[src/rtl/xrom_pkg.sv]
package xrom_pkg;
  localparam int BYTE_W = 8;
  typedef logic [BYTE_W-1:0] byte_t;

  // True when the upper address byte selects the bank port.
  function automatic logic port_hit(input byte_t addr_hi, input byte_t port_id);
    return addr_hi == port_id;
  endfunction

  // True when the card should own the upper window for this access.
  function automatic logic window_owned(input logic flag, input logic a_top);
    return flag & a_top;
  endfunction
endpackage

[src/rtl/xrom_port_snoop.sv]
module xrom_port_snoop
  import xrom_pkg::*;
#(
  parameter byte_t PORT_HI = 8'hDF
) (
  input  logic  clk,
  input  logic  rst_n,
  input  byte_t addr_hi,
  input  byte_t data,
  input  logic  iorq_n,
  input  logic  wr_n,
  output byte_t cap_byte,
  output logic  cap_done
);
  logic  io_wr_now;
  logic  act_q, act_q2;
  byte_t data_q, held_q;

  assign io_wr_now = ~iorq_n & ~wr_n & port_hit(addr_hi, PORT_HI);

  always_ff @(posedge clk or negedge rst_n) begin
    if (!rst_n) begin
      act_q  <= 1'b0;
      act_q2 <= 1'b0;
      data_q <= '0;
      held_q <= '0;
    end else begin
      act_q  <= io_wr_now;
      act_q2 <= act_q;
      data_q <= data;
      if (act_q) held_q <= data_q;
    end
  end

  // Strobe end seen in the clock domain: one cycle pulse.
  assign cap_done = act_q2 & ~act_q;
  assign cap_byte = held_q;
endmodule

[src/rtl/xrom_match_flag.sv]
module xrom_match_flag
  import xrom_pkg::*;
#(
  parameter byte_t BANK_ID   = 8'h07,
  parameter byte_t BANK_MASK = 8'hFF
) (
  input  logic  clk,
  input  logic  rst_n,
  input  byte_t cap_byte,
  input  logic  cap_done,
  output logic  match,
  output logic  flag
);
  logic [BYTE_W-1:0] bit_ok;

  for (genvar i = 0; i < BYTE_W; i++) begin : g_bit
    if (BANK_MASK[i]) begin : g_cmp
      assign bit_ok[i] = (cap_byte[i] == BANK_ID[i]);
    end else begin : g_free
      assign bit_ok[i] = 1'b1;
    end
  end

  assign match = &bit_ok;

  always_ff @(posedge clk or negedge rst_n) begin
    if (!rst_n)        flag <= 1'b0;
    else if (cap_done) flag <= match;
  end
endmodule

[src/rtl/xrom_window_drive.sv]
module xrom_window_drive
  import xrom_pkg::*;
(
  input  logic flag,
  input  logic a_top,
  input  logic hrom_en_n,
  output logic rom_oe_n,
  output logic rom_cs_n,
  output logic host_rom_dis
);
  logic owned;

  assign owned        = window_owned(flag, a_top);
  assign rom_oe_n     = ~owned;
  assign host_rom_dis = owned;
  assign rom_cs_n     = hrom_en_n;
endmodule

[src/rtl/xrom_bank_decoder.sv]
module xrom_bank_decoder
  import xrom_pkg::*;
#(
  parameter int    ADDR_W    = 16,
  parameter byte_t PORT_HI   = 8'hDF,
  parameter byte_t BANK_ID   = 8'h07,
  parameter byte_t BANK_MASK = 8'hFF
) (
  input  logic              clk,
  input  logic              rst_n,
  input  logic [ADDR_W-1:0] addr,
  input  logic [7:0]        data,
  input  logic              iorq_n,
  input  logic              wr_n,
  input  logic              hrom_en_n,
  output logic              rom_oe_n,
  output logic              rom_cs_n,
  output logic              host_rom_dis
);
  localparam int LO_W = ADDR_W - BYTE_W;

  byte_t addr_hi;
  logic  a_top;
  logic  unused_addr_lo;
  byte_t snoop_byte;
  logic  snoop_done;
  logic  bank_match;
  logic  bank_flag;

  assign addr_hi        = addr[ADDR_W-1 -: BYTE_W];
  assign a_top          = addr[ADDR_W-1];
  assign unused_addr_lo = ^addr[LO_W-1:0];

  xrom_port_snoop #(.PORT_HI(PORT_HI)) u_snoop (
    .clk      (clk),
    .rst_n    (rst_n),
    .addr_hi  (addr_hi),
    .data     (data),
    .iorq_n   (iorq_n),
    .wr_n     (wr_n),
    .cap_byte (snoop_byte),
    .cap_done (snoop_done)
  );

  xrom_match_flag #(.BANK_ID(BANK_ID), .BANK_MASK(BANK_MASK)) u_flag (
    .clk      (clk),
    .rst_n    (rst_n),
    .cap_byte (snoop_byte),
    .cap_done (snoop_done),
    .match    (bank_match),
    .flag     (bank_flag)
  );

  xrom_window_drive u_drive (
    .flag         (bank_flag),
    .a_top        (a_top),
    .hrom_en_n    (hrom_en_n),
    .rom_oe_n     (rom_oe_n),
    .rom_cs_n     (rom_cs_n),
    .host_rom_dis (host_rom_dis)
  );
endmodule

[config.mk]
export PLATFORM = sky130hd
export DESIGN_NAME = xrom_bank_decoder
export DESIGN_NICKNAME = d
export VERILOG_FILES = /design/src/rtl/xrom_pkg.sv /design/src/rtl/xrom_port_snoop.sv /design/src/rtl/xrom_match_flag.sv /design/src/rtl/xrom_window_drive.sv /design/src/rtl/xrom_bank_decoder.sv
export SDC_FILE = /design/constraint.sdc
export NUM_CORES = 1
export LEC_CHECK = 0
export ABC_CLOCK_PERIOD_IN_PS = 1200
export CAP_MARGIN = 20
export CORE_MARGIN = 8
export CORE_UTILIZATION = 46
export CTS_BUF_LIST = sky130_fd_sc_hd__clkbuf_16
export DETAILED_ROUTE_END_ITERATION = 7
export DONT_BUFFER_PORTS = 1
export PLACE_DENSITY_LB_ADDON = 0.25
export SLEW_MARGIN = 20
export SYNTH_ARGS = -nofsm -noshare
export SYNTH_HDL_FRONTEND = slang
export SYNTH_SLANG_ARGS = --single-unit
[constraint.sdc]
create_clock -name clk -period 1.2 [get_ports clk]
set_clock_uncertainty 0.05 [all_clocks]
set_input_delay 0.24 -clock clk [delete_from_list [all_inputs] [get_ports clk]]
set_output_delay 0.24 -clock clk [all_outputs]
set_load 0.03 [all_outputs]
## Word level (Yosys, flattened, before mapping)

Index checks and enable logic that the tools add are counted.

- Bits of input ports: 29
- Word-level logic and storage cells: 20
- Register bits after elaboration: 19
- Output and inout port bits: 3

- Equality and inequality tests: 1
- Bitwise gates (word level): 13
- Reduce and logical (&&, ||, !) cells: 1

Operators by type and width:

| operator | number |
|---|---|
| 1-bit NOT | 9 |
| 8-bit == test (second input constant) | 1 |
| 8-bit AND reduction | 1 |
| 1-bit AND | 4 |

## Longest topological paths before layout

- Depth after elaboration: 3
- Depth in mapped cells: 3

## Hierarchy

From an unflattened synthesis, not the netlist that was laid out.

- Cells, all modules: 42
- Area, all modules: 705.7 µm²

Modules (own cells, without submodules):

| module | seq. area each (µm²) | area an instance (µm²) | cells each | instances |
|---|---|---|---|---|
| xrom_port_snoop | 450.4 | 611.8 | 31 | 1 |
| xrom_match_flag | 25.0 | 76.3 | 8 | 1 |
| xrom_window_drive | 0.0 | 17.5 | 3 | 1 |

## Least setup slack after synthesis

No wires, ideal clock.

- Path kind: register to register
- Start point: reg u_snoop.held_q[5] (netlist: u_snoop.cap_byte[5])
- End point: reg u_flag.flag
- Path buffers: 0
- Clock period less this slack: 1205 ps
- Arrival: 1051 ps
- Slack: -5 ps
- Required time: 1047 ps
- Stages on the path, launching flop included: 3
- Cell sequence: dfrtp_1 or4_4 o41ai_2

- Longest elaborated chain between the ends: 2

RTL lines:

| item | RTL line | RTL |
|---|---|---|
| start: declaration | xrom_port_snoop.sv:17 | `byte_t data_q, held_q;` |
| start signal: assignment | xrom_port_snoop.sv:31 | `if (act_q) held_q <= data_q;` |
| 1-bit NOT | xrom_match_flag.sv:18 | `assign bit_ok[i] = (cap_byte[i] == BANK_ID[i]);` |
| 8-bit AND reduction | xrom_match_flag.sv:24 | `assign match = &bit_ok;` |
| end signal: assignment | xrom_match_flag.sv:28 | `else if (cap_done) flag <= match;` |
| end: declaration | xrom_match_flag.sv:12 | `output logic flag` |

Every way passes these cells.
A chain may end at the register's enable or synchronous reset.

## Final worst setup path

- Start point: reg u_snoop.held_q[6] (netlist: u_snoop.cap_byte[6])
- End point: reg u_flag.flag

Same word-level chain as after synthesis.

==> flow_summary_export.csv <==
group,metric,value,unit
outcome,status,"finished, violations left",
outcome,failed_checks,"negative setup slack",
cells_and_area,n_fill_cell,91,
clock_tree,cts_htree_levels,1,
setup_path,path_cells,"or4_4, o41ai_4",
clock_tree,cts_buffer_depth,2,
synth,yosysMostFrequentCell,"dfrtp_1",
power_and_ir_drop,peakVddDrop,1470,uV
synth,synth_seq_cells,19,
clock_tree,root_buffer,"clkbuf_16",
global_routing,grt_usage,8.05,%
global_routing,first_global_vias,401,
sta,rsz0062_at_grt,"yes",
synth,syn_avg_cell_area,16.4,um2
worst_hold_path,holdCritPathClass,"in -> reg",
setup_path,cp_max_fo,2,
sta,slew_headroom,47.3,%
synth,synth_nets,69,
sta,timing.final.ws_setup,-0.0718,ns
sta,maxSlewViolCount,0,
routing,drt-vias-per-instance,5.27,
synth,synth_cell_type_count,13,
sta,setup-tns-final,-0.0718,ns
setup_path,crit_type,"reg -> reg",
synth,yosys-top-cells-area,"dfrtp_1 73%, mux2_2 14%, o41ai_2 2.5%",
cells_and_area,syn_to_final_growth,31.1,%
routing,drtIter0Drc,0,
place,pre_cts_slack,-0.0613,ns
sta,holdWs,0.00988,ns
routing,dr.pass1.iters,1,
synth,ys_top_cells_by_count,"19 x dfrtp_1, 8 x mux2_2, 2 x inv_1, 2 x nand2_1",
floorplan,die_area,2890,um2
clock_tree,clk_pin_slew,0.05,ns
synth,synth_edf_count,0,
setup_path,start_kind,"register",
routing,drc,0,
setup_path,arrival,1.36,ns
synth,yosysTopAreaCell,"dfrtp_1",
clock_tree,cts_setup_buffers,0,
setup_path,endpoint_kind,"register",
setup_path,path_buf_inv,0,
global_routing,grt_start_max_net_pins,20,
sta,worstMarginPinSlew,0.790,ns
routing,wirelength,989,um
cells_and_area,nets,82,
routing,vias,353,
global_routing,overflow,0,
setup_path,worst_path_max_delay_cell,"or4_4",
global_routing,grt_pass1_wl,1640,um
global_routing,antenna_found_initial,0,
power_and_ir_drop,p_leak,0.414,nW
routing,wl_per_cell,14.8,um
synth,netlist_instances,40,
sta,finalSetupViolations,1,
power_and_ir_drop,clkPwrFrac,47.2,%
place,gp_congestion,0.655,
clock_tree,cts_made_buffers,3,
setup_path,max_stage_delay,0.55,ns
place,place_hpwl,734,um
place,port_buffers,0,
power_and_ir_drop,seqPwrFrac,49.1,%
power_and_ir_drop,power.density,1590,nW/um2
power_and_ir_drop,p_switching,0.228,mW
clock_tree,cts_tree,"built",
sta,period_needed,1.27,ns
power_and_ir_drop,p_sw_share,16.7,%
routing,postRouteAntennaNets,0,
floorplan,start_util,49.8,%
setup_path,crit_family,"simple AND/OR/NAND/NOR gates",
clock_tree,cts_sinks,19,
job,cap_violations,0,
cells_and_area,drive_above_1_share,32.7,%
floorplan,io_pins,32,
cells_and_area,finish.utilization,65.2,%
synth,synth-main-ff-cell,"dfrtp_1",
cells_and_area,final-instance-count-excl-fill,67,
synth,yosysSeqAreaShare,72.5,%
floorplan,die_h,53.8,um
floorplan,rows,13,
clock_tree,clkLatencyLatePin,0.24,ns
place,placed_cells,54,
sta,hold_viol,0,
power_and_ir_drop,pwr-share-comb,3.7,%
sta,fmax,0.786,GHz
power_and_ir_drop,internal_power,1.14,mW
cells_and_area,antenna_cells,0,
synth,synth.top_cell.area_share,72.5,%
sta,min_period_over_period,106,%
floorplan,die_x,53.8,um
setup_path,cp.required,1.29,ns
synth,synthArstFlopShare,100,%
floorplan,coreArea,1320,um2
synth,synth_warnings,0,
synth,netlist_area,656,um2
[power by group through the flow]
stage	sequential, mW	combinational [mW]	clock [mW]
after floorplan	0.678	0.0206	0
after global routing	0.671	0.0567	0.690
after global placement	0.679	0.0152	0
final	0.669	0.0508	0.644
after CTS	0.669	0.0504	0.663
after detailed placement	0.680	0.0158	0
[per-layer routing]
metal / vias up / global-route usage, % / share of wire [%] / routed length (um)
met5: - / 0 / 0 / 0
met4: 0 / 5.04 / 1.3 / 13
met3: 2 / 4.96 / 16 / 154
met2: 22 / 12.2 / 43 / 424
met1: 167 / 8.28 / 40 / 396
li1: 162 / - / - / -
[logic make-up (layout without fill, tap and decap cells)]
group	Yosys count	in the layout	share of synthesized area (%)
buffers and inverters	4	16	3.05
AOI/OAI and AO/OA	2	2	3.24
and+or+nand+nor	7	7	7.44
muxes	8	8	13.7
DFF	19	19	72.5
[placed cells by master (no fill, tap or decap)]
cell,netlist,routed
inv_2,0,1
nand3_1,1,1
nand2_1,2,1
dfrtp_1,19,18
nand4b_1,1,1
or4_4,1,1
o21ai_0,1,1
mux2_2,8,8
nand2_2,0,1
buf_6,0,1
nor4_1,1,1
o41ai_4,0,1
dlygate4sd3_1,0,8
inv_1,2,2
dlymetal6s4s_1,0,1
and4b_1,1,1
clkbuf_16,0,3
dfrtp_2,0,1
[metrics by stage]
| stage | total power [mW] | instance area, um2 |
|---|---|---|
| 2_1_floorplan | 0.698 | 656 |
| 3_3_place_gp | 0.694 | 669 |
| 3_5_place_dp | 0.696 | 669 |
| 4_1_cts | 1.38 | 838 |
| 5_1_grt | 1.42 | 860 |
| 6_report | 1.36 | 860 |
[layout make-up]
class	instances	area [um2]	share of cell area, %
repair buffers	10	104	12.1
clock inverters	1	3.75	0.437
clock buffers	3	75.1	8.73
inverters	2	7.51	0.873
flip-flops and latches	19	477	55.5
well taps	15	18.8	2.18
multi-input cells	17	174	20.2
[worst register-to-register path: stages (launching register included)]
cell,delay [ns]
dfrtp_1,0.37
or4_4,0.55
o41ai_4,0.20
[flip-flops by register name, indices dropped and copies added (netlist names)]
register / cells
u_snoop.cap_byte: 8
u_snoop.act_q: 1
u_snoop.data_q: 8
u_flag.flag: 1
u_snoop.act_q2: 1
[final timing paths]
kind / startpoint / end / slack (ns) / cells past startpoint
min reg2reg: u_snoop.data_q[7] / u_snoop.cap_byte[7] / 0.42 / 1
max reg2reg: u_snoop.cap_byte[6] / u_flag.flag / -0.07 / 2
max: u_snoop.cap_byte[6] / u_flag.flag / -0.07 / 2
min in group asynchronous: rst_n / u_snoop.cap_byte[2] / 0.10 / 1
min: wr_n / u_snoop.act_q / 0.01 / 1
max in group asynchronous: rst_n / u_snoop.act_q / 0.46 / 1
[what timing repair did]
item / CTS / global route
hold buffers: 9 / 0
endpoints found under the hold margin: 27 / 0
pin swaps: 0 / 1
gates resized for setup: 0 / 6
setup endpoints to repair: 1 / 22
(Power assumes the default switching activity.)
